File: src/rtl/mant_rounder.sv
module mant_rounder #(
  parameter int SIG_W = 64,
  parameter int GRD_W = 8,
  parameter int EXP_W = 15,
  parameter logic [15:0] CW_RESET = 16'h037F
) (
  input  logic             clk,
  input  logic             rst_n,
  input  logic             cw_we_i,
  input  logic [15:0]      cw_i,
  input  logic             in_valid_i,
  input  logic             sign_i,
  input  logic [EXP_W-1:0] exp_i,
  input  logic [SIG_W+GRD_W-1:0] sig_i,
  output logic             out_valid_o,
  output logic [SIG_W-1:0] sig_o,
  output logic [EXP_W-1:0] exp_o,
  output logic             carry_o,
  output logic             inexact_o,
  output logic             rnd_up_o
);
  localparam int W     = SIG_W + GRD_W;
  localparam int P_SGL = 24;
  localparam int P_DBL = 53;
  localparam int SH_W  = $clog2(W + 1);

  logic [15:0]   cw_q;
  logic [1:0]    rc, pc;
  int unsigned   keep_n;
  logic [SH_W-1:0] cut;
  logic [W-1:0]  lsb_unit, half_unit, disc_mask, disc;
  logic          inexact, lsb_set, gt_half, eq_half, bump, carry;
  logic [W:0]    sum;
  logic [W-1:0]  norm;

  assign rc = cw_q[11:10];
  assign pc = cw_q[9:8];

  always_comb begin
    case (pc)
      2'b00:   keep_n = P_SGL;
      2'b10:   keep_n = P_DBL;
      default: keep_n = SIG_W;
    endcase
  end

  assign cut       = SH_W'(W - keep_n);
  assign lsb_unit  = W'(1) << cut;
  assign half_unit = lsb_unit >> 1;
  assign disc_mask = lsb_unit - W'(1);
  assign disc      = sig_i & disc_mask;
  assign inexact   = |disc;
  assign lsb_set   = |(sig_i & lsb_unit);
  assign gt_half   = disc > half_unit;
  assign eq_half   = disc == half_unit;

  always_comb begin
    case (rc)
      2'b00:   bump = gt_half | (eq_half & lsb_set);
      2'b01:   bump = inexact & sign_i;
      2'b10:   bump = inexact & ~sign_i;
      default: bump = 1'b0;
    endcase
  end

  assign sum   = {1'b0, sig_i & ~disc_mask} + (bump ? {1'b0, lsb_unit} : '0);
  assign carry = sum[W];
  assign norm  = carry ? sum[W:1] : sum[W-1:0];

  always_ff @(posedge clk or negedge rst_n) begin
    if (!rst_n) begin
      cw_q        <= CW_RESET;
      out_valid_o <= 1'b0;
      sig_o       <= '0;
      exp_o       <= '0;
      carry_o     <= 1'b0;
      inexact_o   <= 1'b0;
      rnd_up_o    <= 1'b0;
    end else begin
      if (cw_we_i) cw_q <= cw_i;
      out_valid_o <= in_valid_i;
      if (in_valid_i) begin
        sig_o     <= norm[W-1 -: SIG_W];
        exp_o     <= exp_i + EXP_W'(carry);
        carry_o   <= carry;
        inexact_o <= inexact;
        rnd_up_o  <= bump;
      end
    end
  end

  p_valid_latency_r3: assert property (@(posedge clk) disable iff (!rst_n)
    in_valid_i |=> out_valid_o);
  p_idle_hold_r3: assert property (@(posedge clk) disable iff (!rst_n)
    !in_valid_i |=> (!out_valid_o && $stable(sig_o) && $stable(rnd_up_o)));
  p_carry_norm_r11: assert property (@(posedge clk) disable iff (!rst_n)
    carry_o |-> (sig_o == {1'b1, {(SIG_W-1){1'b0}}} && rnd_up_o));
  p_up_needs_inexact_r10: assert property (@(posedge clk) disable iff (!rst_n)
    rnd_up_o |-> inexact_o);
  p_trunc_no_up_r8: assert property (@(posedge clk) disable iff (!rst_n)
    (out_valid_o && $past(cw_q[11:10]) == 2'b11) |-> !rnd_up_o);
  p_minus_pos_r6: assert property (@(posedge clk) disable iff (!rst_n)
    (out_valid_o && $past(cw_q[11:10]) == 2'b01 && !$past(sign_i)) |-> !rnd_up_o);
  p_plus_neg_r7: assert property (@(posedge clk) disable iff (!rst_n)
    (out_valid_o && $past(cw_q[11:10]) == 2'b10 && $past(sign_i)) |-> !rnd_up_o);
  p_single_low_zero_r4: assert property (@(posedge clk) disable iff (!rst_n)
    (out_valid_o && $past(cw_q[9:8]) == 2'b00) |-> (sig_o[SIG_W-P_SGL-1:0] == '0));
endmodule

File: config.mk
export PLATFORM = sky130hd
export DESIGN_NAME = mant_rounder
export DESIGN_NICKNAME = d
export VERILOG_FILES = /design/src/rtl/mant_rounder.sv
export SDC_FILE = /design/constraint.sdc
export NUM_CORES = 1
export LEC_CHECK = 0
export CORE_AREA = 2 2 107 213
export CTS_CLUSTER_DIAMETER = 80
export CTS_CLUSTER_SIZE = 25
export DETAILED_ROUTE_END_ITERATION = 10
export DIE_AREA = 0 0 109 215
export GPL_TIMING_DRIVEN = 1
export PLACE_DENSITY = 0.64
export SYNTH_ARGS = -nofsm -noshare
export SYNTH_HDL_FRONTEND = slang
export SYNTH_SLANG_ARGS = --single-unit
File: constraint.sdc
create_clock -name clk -period 11.2 [get_ports clk]
set_clock_uncertainty 0.2 [all_clocks]
set_input_delay 1.68 -clock clk [delete_from_list [all_inputs] [get_ports clk]]
set_output_delay 1.68 -clock clk [all_outputs]
set_load 0.02 [all_outputs]
==> metrics.log <==
INFO  metric path_max_fanout = 39
INFO  metric synth.mux.area_fraction = 5.24%
INFO  metric synth_compound_gate_area_share = 22.4%
INFO  metric gr-total-overflow = 0
INFO  metric die_w = 109 um
INFO  metric pin_count = 191
INFO  metric clock_tree_from_tritoncts = done
INFO  metric max_freq = 112 MHz
INFO  metric switching_power = 380 uW
INFO  metric regArea = 0.00218 mm2
INFO  metric post_synth_fa_ha_maj_area_fraction = 6.97%
INFO  metric port_buffers = 178
INFO  metric multi_input_comb_area = 0.00504 mm2
INFO  metric synth_top_family_by_area = simple AND/OR/NAND/NOR gates
INFO  metric ant_nets = 0
INFO  metric routedWlPerCell = 17.5 um
INFO  metric synth.most_common_cell = sky130_fd_sc_hd__nor2_1
INFO  metric post_drt_via_cell_ratio = 5.54
INFO  metric synth_async_reset_ratio = 100%
INFO  metric clock_tree.htree_level_count = 3
INFO  metric dr_total_vias = 7741
INFO  metric comb_power_share = 36.6%
INFO  metric antenna_found_initial = 0
INFO  metric postSynthAreaPerCell = 7.84 um2
INFO  metric yosysWarningCount = 0
INFO  metric global_route.usage.total = 20.9%
INFO  metric hold_class = reg2reg
INFO  metric drtPass1Iterations = 5
INFO  metric synthDistinctLibCells = 82
INFO  metric synth.top_cells.by_area = sky130_fd_sc_hd__dfrtp_1 28%, sky130_fd_sc_hd__ha_1 7.0%, sky130_fd_sc_hd__nor2_1 5.6%
INFO  metric worstPathArrival = 8.94 ns
INFO  metric detail_route.iter0.violations = 424
INFO  metric clk_transition_reported_paths = 0.07 ns
INFO  metric floorplan.initialDensity = 34.5%
INFO  metric synth.top_cell.area_share = 28.2%
INFO  metric critical_path.slowest_cell = sky130_fd_sc_hd__dfstp_2
INFO  metric cts_made_buffers = 9
INFO  metric synth.cell_area = 0.00754 mm2
INFO  metric ir_drop = 0.0679 mV
INFO  metric drive_above_1_share = 5.53%
INFO  metric postSynthCellCount = 962
INFO  metric grt_first_pass_wirelength = 39200 um
INFO  metric gp_congestion = 0.943
INFO  metric p_clk_share = 28.1%
INFO  metric nets = 1266
INFO  metric synth_top_flop_cell = sky130_fd_sc_hd__dfrtp_1
INFO  metric synthDominantAreaCellType = sky130_fd_sc_hd__dfrtp_1
INFO  metric timing.max_slew.rel_slack = 39.6%
INFO  metric areaGrowthSynthToFinish = 30.2%
INFO  metric floorplan.core_area = 0.0219 mm2
INFO  metric switching_share = 35.6%
INFO  metric floorplan.die_area = 0.0234 mm2
INFO  metric die_height = 215 um
INFO  metric fraction_of_the_core_area_covered_by_cells_at_the_end_of_the_flow = 44.9%
INFO  metric antenna_cells_inserted = 0
INFO  metric timing.final.crit_period = 8.94 ns
INFO  metric remaining_drc_errors = 0
INFO  metric totalNegativeSetupSlack = 0 ns
INFO  metric share_seq_of_total_power = 35.2%
INFO  metric final-setup-viol-count = 0
INFO  metric cpPeakStageDelay = 0.70 ns
INFO  metric cap_viol_max_count = 0
INFO  metric fillers = 2185
INFO  metric reg2reg_slack = 2.26 ns
INFO  metric power_density = 109 mW/mm2
INFO  metric criticalPathCategory = reg2reg
INFO  metric cp-end-kind = flip-flop
INFO  metric num_clock_sinks = 87
INFO  metric grt_start_max_net_pins = 77
INFO  metric startpoint_type = flip-flop
INFO  metric synthTopCellsByCount = 113 x sky130_fd_sc_hd__nor2_1, 97 x sky130_fd_sc_hd__nand2_1, 85 x sky130_fd_sc_hd__dfrtp_1
INFO  metric post-dp-hpwl = 18800 um
INFO  metric clock-root-buffer = sky130_fd_sc_hd__clkbuf_16
INFO  metric placementRows = 77
INFO  metric post_cts_buffers = 0
INFO  metric detail_route.wirelength = 24500 um
INFO  metric timing_max_transition_violations_final = 0
INFO  metric clock_tree.buffer_depth = 2
INFO  metric min_period_over_period = 79.8%
INFO  metric holdBufCountCts = 0
INFO  metric sequential_to_total_area_share_from_yosys_stat = 28.9%
INFO  metric cp_common_cell = sky130_fd_sc_hd__ha_1
INFO  metric flops_latches_synth = 87
INFO  metric cts_resized = 0
INFO  metric max_slew.worst_pin.slew = 0.905 ns
INFO  metric basic_gate_share_of_the_synthesized_area_counting_and_or_nand_and_nor_cells = 25.4%
INFO  metric internal_power = 688 uW
INFO  metric leakagePower = 0.00401 uW
INFO  metric hold_viol = 0
INFO  metric synth_enable_flop_cells = 0
INFO  metric synth-xor-area-share = 6.02%
INFO  metric cp_data_required_time = 11.19 ns
INFO  metric clk-insertion-delay-late = 0.35 ns
INFO  metric outcome = complete, no violations
INFO  metric first_global_vias = 7608
INFO  metric rsz0062_at_grt = false
-- power by group through the flow --
stage	Combinational, uW	Sequential (uW)	Clock, uW
floorplan	176	422	0
global route	428	381	321
CTS	391	377	309
finish	391	376	300
detailed placement	389	382	0
global placement	385	382	0
-- cell families (layout without fill, tap and decap cells) --
family,count (synthesis),count (layout)
other,2,14
XOR/XNOR,51,51
buffers and inverters,91,238
AND/OR/NAND/NOR,394,394
flip-flops,87,87
AO/OA/AOI/OAI,258,258
multiplexers,37,37
adder cells (fa/ha/maj),42,42
-- layout make-up --
type                       instances  area share, %
clock buffer                      10           2.44
clock inverter                     6          0.510
inverter                          39           1.49
multi-input combinational        796           51.3
sequential                        87           22.2
tap                              276           3.52
timing repair buffer             183           18.5
-- path summary, 6_finish.rpt --
kind | start | end | cells after the start
max | cw_q[8] | exp_o[11] | 27
min | sig_o[45] | sig_o[45] | 2
max in group asynchronous | rst_n | sig_o[42] | 2
min reg2reg | sig_o[45] | sig_o[45] | 2
max reg2reg | cw_q[8] | exp_o[11] | 27
min in group asynchronous | rst_n | sig_o[2] | 1
-- flip-flops by register name (all words and copies together), names as in the netlist --
| register | cells |
|---|---|
| cw_q | 4 |
| sig_o | 64 |
| rnd_up_o | 1 |
| inexact_o | 1 |
| carry_o | 1 |
| out_valid_o | 1 |
| exp_o | 15 |
-- through the flow --
step                cells  total power, uW  hold slack [ns]  setup WS [ns]  instance area (um2)
floorplan             974              598            0.355           3.70                 7580
global placement     1381              766            0.268           2.56                 9520
detailed placement   1381              772            0.273           2.43                 9520
CTS                  1397             1080            0.292           2.38                 9810
global route         1397             1130            0.311           1.63                 9810
finish               1397             1070            0.286           2.26                 9810
-- routing by layer --
metal / track usage (%) / up-vias / wire length (um) / part of all wire [%]
li1: - / 3778 / - / -
met5: 0 / - / 0 / 0
met2: 34.6 / 273 / 11700 / 48
met4: 7.91 / 0 / 803 / 3.3
met1: 26.6 / 3639 / 10500 / 43
met3: 3.64 / 51 / 1440 / 5.9
-- cell usage in the layout (no fill, tap or decap), types with 21 or more instances in the layout --
cell type	instances
sky130_fd_sc_hd__o21ai_0	50
sky130_fd_sc_hd__a31oi_1	24
sky130_fd_sc_hd__xor2_1	23
sky130_fd_sc_hd__clkdlybuf4s50_1	176
sky130_fd_sc_hd__ha_1	42
sky130_fd_sc_hd__dfrtp_1	85
sky130_fd_sc_hd__and2_1	25
sky130_fd_sc_hd__nor3_1	21
sky130_fd_sc_hd__nand2_1	97
sky130_fd_sc_hd__a21oi_1	74
sky130_fd_sc_hd__nand3_1	39
sky130_fd_sc_hd__xnor2_1	27
sky130_fd_sc_hd__nor2_1	113
sky130_fd_sc_hd__inv_1	36
-- critical path: cells and delay by family, from the launching register on --
family	cells	cell delay (ns)
and+or+nand+nor	11	3.10
xor gates and xnor gates	1	0.16
AOI/OAI and AO/OA	8	2.14
buffers and inverters	3	0.89
adders and majority gates	4	1.55
DFF	1	0.70
Power figures use the tool's default switching activity.
